File: src/rtl/fpreq_pkg.sv
package fpreq_pkg;
    localparam int WORD_W     = 124;
    localparam int DATA_W     = 64;
    localparam int TAG_W      = 5;
    localparam int OPC_W      = 8;
    localparam int RND_W      = 2;
    localparam int CC_W       = 2;
    localparam int TYPE_W     = 5;
    localparam int VLD_BIT    = 123;
    localparam int TYPE_LO    = 118;
    localparam int TAG_LO     = 112;
    localparam int OPC_LO     = 72;
    localparam int RND_LO     = 70;
    localparam int CC_LO      = 68;
    localparam int OPC_SINGLE = 7;
    localparam int OPC_DBL    = 1;
    localparam int SP_LOW_W   = DATA_W / 2;
    localparam int ERR_N      = 4;
    localparam int ERR_SEQ    = 0;
    localparam int ERR_ORPH   = 1;
    localparam int ERR_SINGLE = 2;
    localparam int ERR_SP     = 3;

    localparam logic [TYPE_W-1:0] TYPE_FIRST  = 5'h0A;
    localparam logic [TYPE_W-1:0] TYPE_SECOND = 5'h0B;

    typedef enum logic {S_IDLE, S_WAIT_B} pair_state_e;

    typedef struct packed {
        logic [TAG_W-1:0]  tag;
        logic [OPC_W-1:0]  opc;
        logic [RND_W-1:0]  rnd;
        logic [CC_W-1:0]   cc;
        logic [DATA_W-1:0] data;
    } beat_fields_t;
endpackage

File: src/rtl/fpreq_beat_decode.sv
module fpreq_beat_decode
    import fpreq_pkg::*;
(
    input  logic              rdy_i,
    input  logic [WORD_W-1:0] word_i,
    output beat_fields_t      fields_o,
    output logic              take_a_o,
    output logic              see_b_o,
    output logic              other_o,
    output logic              flag_vld_o,
    output logic              sp_bad_o
);
    logic [TYPE_W-1:0] ptype;
    logic              is_a_type;
    logic              is_b_type;

    always_comb begin
        ptype           = word_i[TYPE_LO +: TYPE_W];
        is_a_type       = (ptype == TYPE_FIRST);
        is_b_type       = (ptype == TYPE_SECOND);
        flag_vld_o      = word_i[VLD_BIT];
        fields_o.tag    = word_i[TAG_LO +: TAG_W];
        fields_o.opc    = word_i[OPC_LO +: OPC_W];
        fields_o.rnd    = word_i[RND_LO +: RND_W];
        fields_o.cc     = word_i[CC_LO +: CC_W];
        fields_o.data   = word_i[DATA_W-1:0];
        take_a_o        = rdy_i && flag_vld_o && is_a_type;
        see_b_o         = rdy_i && is_b_type;
        other_o         = rdy_i && !take_a_o && !see_b_o;
        sp_bad_o        = rdy_i && flag_vld_o && (is_a_type || is_b_type)
                          && !fields_o.opc[OPC_DBL]
                          && (|fields_o.data[SP_LOW_W-1:0]);
    end
endmodule

File: src/rtl/fpreq_pair_fsm.sv
module fpreq_pair_fsm
    import fpreq_pkg::*;
(
    input  logic              clk,
    input  logic              rst_n,
    input  beat_fields_t      fields_i,
    input  logic              take_a_i,
    input  logic              see_b_i,
    input  logic              other_i,
    input  logic              flag_vld_i,
    output logic              set_seq_o,
    output logic              set_orph_o,
    output logic              set_single_o,
    output logic              req_vld_o,
    output logic [TAG_W-1:0]  req_tag_o,
    output logic [OPC_W-1:0]  req_opc_o,
    output logic [RND_W-1:0]  req_rnd_o,
    output logic [CC_W-1:0]   req_cc_o,
    output logic [DATA_W-1:0] req_src1_o,
    output logic [DATA_W-1:0] req_src2_o
);
    pair_state_e  state_q;
    pair_state_e  state_d;
    beat_fields_t pend_q;
    logic         close_pair;
    logic         pend_single;

    assign pend_single = pend_q.opc[OPC_SINGLE];

    always_comb begin
        state_d      = state_q;
        close_pair   = 1'b0;
        set_seq_o    = 1'b0;
        set_orph_o   = 1'b0;
        set_single_o = 1'b0;
        unique case (state_q)
            S_IDLE: begin
                if (take_a_i) begin
                    state_d = S_WAIT_B;
                end else if (see_b_i) begin
                    set_orph_o = 1'b1;
                end
            end
            S_WAIT_B: begin
                if (see_b_i) begin
                    close_pair   = 1'b1;
                    set_single_o = pend_single && flag_vld_i;
                    state_d      = S_IDLE;
                end else if (other_i || take_a_i) begin
                    set_seq_o = 1'b1;
                    state_d   = S_IDLE;
                end
            end
            default: state_d = S_IDLE;
        endcase
    end

    // state register
    always_ff @(posedge clk or negedge rst_n) begin
        if (!rst_n) begin
            state_q <= S_IDLE;
        end else begin
            state_q <= state_d;
        end
    end

    // capture and output registers
    always_ff @(posedge clk or negedge rst_n) begin
        if (!rst_n) begin
            pend_q     <= '0;
            req_vld_o  <= 1'b0;
            req_tag_o  <= '0;
            req_opc_o  <= '0;
            req_rnd_o  <= '0;
            req_cc_o   <= '0;
            req_src1_o <= '0;
            req_src2_o <= '0;
        end else begin
            req_vld_o <= close_pair;
            if (state_q == S_IDLE && take_a_i) begin
                pend_q <= fields_i;
            end
            if (close_pair) begin
                req_tag_o  <= pend_q.tag;
                req_opc_o  <= pend_q.opc;
                req_rnd_o  <= pend_q.rnd;
                req_cc_o   <= pend_q.cc;
                req_src1_o <= pend_q.data;
                req_src2_o <= pend_single ? '0 : fields_i.data;
            end
        end
    end

    a_r9_single_pulse: assert property (@(posedge clk) disable iff (!rst_n)
        req_vld_o |=> !req_vld_o);

    a_r4_single_src_zero: assert property (@(posedge clk) disable iff (!rst_n)
        (req_vld_o && req_opc_o[OPC_SINGLE]) |-> (req_src2_o == '0));

    a_r5_break_no_req: assert property (@(posedge clk) disable iff (!rst_n)
        (state_q == S_WAIT_B && !see_b_i && (other_i || take_a_i)) |=> (!req_vld_o && state_q == S_IDLE));

    a_r6_orphan_no_req: assert property (@(posedge clk) disable iff (!rst_n)
        (state_q == S_IDLE && see_b_i) |=> !req_vld_o);

    a_r3_stall_holds: assert property (@(posedge clk) disable iff (!rst_n)
        (state_q == S_WAIT_B && !see_b_i && !other_i && !take_a_i) |=> (state_q == S_WAIT_B && !req_vld_o));
endmodule

File: src/rtl/fpreq_err_flags.sv
module fpreq_err_flags #(
    parameter int N = 4
) (
    input  logic         clk,
    input  logic         rst_n,
    input  logic [N-1:0] set_i,
    output logic [N-1:0] flag_o
);
    for (genvar g = 0; g < N; g++) begin : g_flag
        always_ff @(posedge clk or negedge rst_n) begin
            if (!rst_n) begin
                flag_o[g] <= 1'b0;
            end else if (set_i[g]) begin
                flag_o[g] <= 1'b1;
            end
        end

        a_r8_sticky: assert property (@(posedge clk) disable iff (!rst_n)
            flag_o[g] |=> flag_o[g]);

        a_r8_set_lands: assert property (@(posedge clk) disable iff (!rst_n)
            set_i[g] |=> flag_o[g]);
    end
endmodule

File: src/rtl/fpreq_pair_rx.sv
module fpreq_pair_rx
    import fpreq_pkg::*;
(
    input  logic                clk,
    input  logic                rst_n,
    input  logic                beat_rdy,
    input  logic [WORD_W-1:0]   beat_word,
    output logic                req_vld,
    output logic [TAG_W-1:0]    req_tag,
    output logic [OPC_W-1:0]    req_opc,
    output logic [RND_W-1:0]    req_rnd,
    output logic [CC_W-1:0]     req_ccid,
    output logic [DATA_W-1:0]   req_src1,
    output logic [DATA_W-1:0]   req_src2,
    output logic                err_seq,
    output logic                err_orphan,
    output logic                err_single_src,
    output logic                err_sp_data
);
    beat_fields_t     fields;
    logic             take_a;
    logic             see_b;
    logic             other;
    logic             flag_vld;
    logic             sp_bad;
    logic             set_seq;
    logic             set_orph;
    logic             set_single;
    logic [ERR_N-1:0] err_set;
    logic [ERR_N-1:0] err_flag;

    fpreq_beat_decode u_dec (
        .rdy_i      (beat_rdy),
        .word_i     (beat_word),
        .fields_o   (fields),
        .take_a_o   (take_a),
        .see_b_o    (see_b),
        .other_o    (other),
        .flag_vld_o (flag_vld),
        .sp_bad_o   (sp_bad)
    );

    fpreq_pair_fsm u_fsm (
        .clk          (clk),
        .rst_n        (rst_n),
        .fields_i     (fields),
        .take_a_i     (take_a),
        .see_b_i      (see_b),
        .other_i      (other),
        .flag_vld_i   (flag_vld),
        .set_seq_o    (set_seq),
        .set_orph_o   (set_orph),
        .set_single_o (set_single),
        .req_vld_o    (req_vld),
        .req_tag_o    (req_tag),
        .req_opc_o    (req_opc),
        .req_rnd_o    (req_rnd),
        .req_cc_o     (req_ccid),
        .req_src1_o   (req_src1),
        .req_src2_o   (req_src2)
    );

    always_comb begin
        err_set             = '0;
        err_set[ERR_SEQ]    = set_seq;
        err_set[ERR_ORPH]   = set_orph;
        err_set[ERR_SINGLE] = set_single;
        err_set[ERR_SP]     = sp_bad;
    end

    fpreq_err_flags #(.N(ERR_N)) u_err (
        .clk    (clk),
        .rst_n  (rst_n),
        .set_i  (err_set),
        .flag_o (err_flag)
    );

    assign err_seq        = err_flag[ERR_SEQ];
    assign err_orphan     = err_flag[ERR_ORPH];
    assign err_single_src = err_flag[ERR_SINGLE];
    assign err_sp_data    = err_flag[ERR_SP];

    a_r7_sp_flag: assert property (@(posedge clk) disable iff (!rst_n)
        (beat_rdy && beat_word[VLD_BIT] && !beat_word[OPC_LO + OPC_DBL]
         && (beat_word[TYPE_LO +: TYPE_W] == TYPE_FIRST)
         && (|beat_word[SP_LOW_W-1:0])) |=> err_sp_data);

    a_r1_reset_quiet: assert property (@(posedge clk)
        !rst_n |-> (!req_vld && !err_seq && !err_orphan && !err_single_src && !err_sp_data));
endmodule

File: config.mk
export PLATFORM = sky130hd
export DESIGN_NAME = fpreq_pair_rx
export DESIGN_NICKNAME = d
export VERILOG_FILES = /design/src/rtl/fpreq_pkg.sv /design/src/rtl/fpreq_beat_decode.sv /design/src/rtl/fpreq_pair_fsm.sv /design/src/rtl/fpreq_err_flags.sv /design/src/rtl/fpreq_pair_rx.sv
export SDC_FILE = /design/constraint.sdc
export NUM_CORES = 1
export LEC_CHECK = 0
export BUFFER_PORTS_ARGS = -buffer_cell sky130_fd_sc_hd__buf_2
export CAP_MARGIN = 20
export CELL_PAD_IN_SITES_DETAIL_PLACEMENT = 1
export CELL_PAD_IN_SITES_GLOBAL_PLACEMENT = 2
export CORE_MARGIN = 1
export CORE_UTILIZATION = 31
export DETAILED_ROUTE_END_ITERATION = 6
export PLACE_DENSITY = 0.76
export SLEW_MARGIN = 25
export SYNTH_ARGS = -nofsm -noshare
export SYNTH_HDL_FRONTEND = slang
export SYNTH_SLANG_ARGS = --single-unit
File: constraint.sdc
create_clock -name clk -period 1.6 [get_ports clk]
set_input_delay 0.32 -clock clk [delete_from_list [all_inputs] [get_ports clk]]
set_output_delay 0.32 -clock clk [all_outputs]
set_load 0.05 [all_outputs]
==> flow_summary_export.csv <==
group,metric,value,unit
global_routing,overflow,0,
synthesis,synthMuxAreaShare,22.7,%
route,drt_iter0_drc,256,
power_and_ir_drop,p_sw,3.17,mW
clock_tree,cts_sinks,232,
sta,final.setup.tns,0,ns
critical_path,cp_cell_sequence,"or3_4 -> buf_12 -> mux2_4",
sta,rsz0062_at_grt,"no",
critical_path,arrival,1.96,ns
synthesis,synth-seq-cells,232,
placed_design,dpl-instance-area,11200,um^2
synthesis,synthSimpleGateAreaFrac,8.03,%
global_routing,antenna_found_initial,1,
clock_tree,cts_buffers,28,
critical_path,path_class,"reg -> reg",
sta,setup_slack,0.0568,ns
die,ioPinCount,277,
power_and_ir_drop,clockPowerShare,45.8,%
layout,fin_nets,1054,
placed_design,io_buffers,239,
die,die-area,30800,um^2
synthesis,synth_compound_area_share,3.83,%
die,rows,63,
layout,multiInputGateArea,3230,um^2
sta,finalCritPeriodShare,96.5,%
power_and_ir_drop,switching_share,22.8,%
synthesis,avgSynthCellArea,14.4,um^2
synthesis,synth_fa_ha_area_share,0,%
power_and_ir_drop,p_comb_share,8.7,%
sta,finalHoldViolCount,0,
global_routing,grt_max_degree,68,
sta,report.final.slew_viol_count,0,
critical_path,crit_path_max_fanout,41,
critical_path,worst_path_max_delay_cell,"or3_4",
route,firstDrtPassIters,4,
global_routing,grt_pass1_vias,6562,
route,routedWlPerCell,16.9,um
critical_path,end_kind,"flop",
global_routing,grt_pass1_wl,37.1,mm
clock_tree,htree_levels,1,
power_and_ir_drop,leakage,6.79,nW
die,core,29600,um^2
min_path,hold_path_class,"in -> reg",
synthesis,synthesis.nets,777,
power_and_ir_drop,ir_drop,775,uV
placed_design,place_ws,-0.350,ns
die,start_util,31.5,%
run_status,status,"finished, final reports clean",
layout,layout.cells.non_filler,1340,
sta,fmax,648,MHz
sta,max_slew_margin,74.3,%
synthesis,syn_area,9340,um^2
clock_tree,cts_tree,"built",
route,drc,0,
critical_path,cp_slowest_stage_delay,0.41,ns
clock_tree,path_clk_slew,0.06,ns
clock_tree,max-clock-path-buffers,3,
layout,fin_area,12300,um^2
layout,fillers,3224,
power_and_ir_drop,power.density,1130,nW/um^2
synthesis,synth_xor_area_share,0,%
synthesis,syn_inst,650,
placed_design,dp_hpwl,15.8,mm
critical_path,cp.required,2.02,ns
synthesis,synth_top_family_by_area,"multiplexers",
synthesis,ys_warn_count,0,
sta,tightest_slew,0.382,ns
synthesis,yosysSeqAreaShare,62.1,%
die,die_h,176,um
global_routing,track_usage,15.0,%
sta,fin_worst_skew,0.00742,ns
sta,final.min_clock_period,1.54,ns
critical_path,start_kind,"flop",
layout,drive_above_1_share,51.2,%
power_and_ir_drop,sequentialPowerShare,45.5,%
clock_tree,cts_root_buffer,"clkbuf_16",
route,antenna_left,0,
placed_design,place_congestion,0.697,
layout,syn_to_final_growth,31.6,%
layout,regArea,5810,um^2
route,via_count,5955,
route,viasPerCell,4.44,
power_and_ir_drop,power.internal,10.8,mW
clock_tree,worstSkewPairLatency,0.53,ns
sta,setup_viol,0,
placed_design,post-place-cells,1270,
synthesis,synthDistinctLibCells,21,
route,wl,22.6,mm
job,max_cap_viol_count,0,
die,fp.dieW,176,um
## placed cells by master, fill, tap and decap left out
cell type      Yosys  routed
buf_2             11     238
dfrtp_1          232     231
mux2_2            83      83
mux2_4            79      79
o21ai_0           65      65
nand2_1           65      65
nand2b_1          64      64
clkbuf_16          0      29
dlygate4sd3_1      0      17
buf_12             8      15
buf_4              0      15
clkbuf_8           0      11
nor4_1             8       8
clkinv_2           0       7
inv_1              3       3
nand4_1            3       3
clkbuf_1          19       3
a31o_2             2       2
diode_2            0       1
and4bb_2           1       1
nand3_2            1       1
or3_4              0       1
nand3_1            1       1
o21bai_1           1       1
nor2_1             1       1
o31ai_1            1       1
bufinv_16          0       1
clkinvlp_4         0       1
buf_8              0       1
dfrtp_2            0       1
## through the flow
stage,hold slack (ns),utilization [%],power (mW)
detailed placement,0.213,37.7,7.66
CTS,0.00220,41.5,14.2
global placement,0.208,37.7,7.61
floorplan,0.0244,-,7.13
global route,0.00714,41.5,14.6
finish,0.0264,41.5,13.9
## path summary, 6_finish.rpt
path | slack (ns) | to | cells after the start | start
worst min-delay path | 0.03 | u_fsm.pend_q[66] | 2 | beat_word[70]
max in group asynchronous | 0.72 | u_fsm.pend_q[7] | 3 | rst_n
worst max register to register | 0.06 | u_fsm.pend_q[77] | 3 | u_fsm.state_q
min in group asynchronous | 0.25 | u_fsm.req_src2_o[36] | 2 | rst_n
worst min register to register | 0.47 | u_err.flag_o[0] | 1 | u_err.flag_o[0]
worst max-delay path | 0.06 | u_fsm.pend_q[77] | 3 | u_fsm.state_q
## repair_timing
action | in CTS | in global routing
hold endpoints to repair | 174 | 0
resized for setup | 0 | 0
buffers inserted | 0 | 0
hold buffers | 17 | 0
## area by class of cell
| type | instances | share of cell area, % |
|---|---|---|
| Antenna cell | 1 | 0.0204 |
| Clock buffer | 43 | 7.23 |
| Clock inverter | 9 | 0.590 |
| Inverter | 3 | 0.0916 |
| Multi-Input combinational cell | 376 | 26.3 |
| Sequential cell | 232 | 47.2 |
| Tap cell | 390 | 3.97 |
| Timing Repair Buffer | 286 | 14.6 |
## power groups by stage
| stage | Combinational, mW | Sequential, mW | Clock, mW |
|---|---|---|---|
| 5_1_grt | 1.33 | 6.39 | 6.86 |
| 6_report | 1.21 | 6.35 | 6.39 |
| 3_5_place_dp | 1.21 | 6.45 | 0 |
| 3_3_place_gp | 1.18 | 6.44 | 0 |
| 2_1_floorplan | 0.588 | 6.54 | 0 |
| 4_1_cts | 1.24 | 6.35 | 6.61 |
## critical path, delay by kind of cell, from the launching register on
family	cells	cell delay [ns]
flops	1	0.40
buf+inv	1	0.21
simple gates	1	0.41
mux	1	0.34
## cell usage after synthesis
cell	count	area, um^2
o21ai_0	65	325
or3_1	1	6.26
nand2_1	65	244
mux2_4	79	1190
nand2b_1	64	400
nor2_1	1	3.75
dfrtp_1	232	5810
inv_1	3	11.3
buf_6	1	11.3
nor4_1	8	50.1
buf_2	11	55.1
mux2_2	83	935
nand4_1	3	18.8
nand3_1	1	5.00
buf_12	8	160
and4bb_2	1	12.5
a31o_2	2	17.5
nand3_2	1	10.0
o31ai_1	1	7.51
clkbuf_1	19	71.3
o21bai_1	1	7.51
## per-layer routing
layer / track usage [%] / up-vias / part of all wire (%)
met1: 19.7 / 2981 / 44
met3: 4.46 / 29 / 7.6
met5: 0 / - / 0
met4: 3.41 / 0 / 1.7
li1: - / 2783 / -
met2: 24.4 / 162 / 47
## cells by family after synthesis
logic type / Yosys count
compound gates: 69
buf+inv: 42
flops: 232
mux: 162
simple gates: 145
## state kept, by name, indices dropped and copies added (netlist names)
signal / flops
u_fsm.state_q: 1
u_fsm.req_tag_o: 5
u_fsm.req_src1_o: 64
u_fsm.req_vld_o: 1
u_fsm.req_cc_o: 2
u_fsm.req_rnd_o: 2
u_err.flag_o: 4
u_fsm.req_src2_o: 64
u_fsm.req_opc_o: 8
u_fsm.pend_q: 81
No activity file was read; power rests on OpenSTA's default activity.
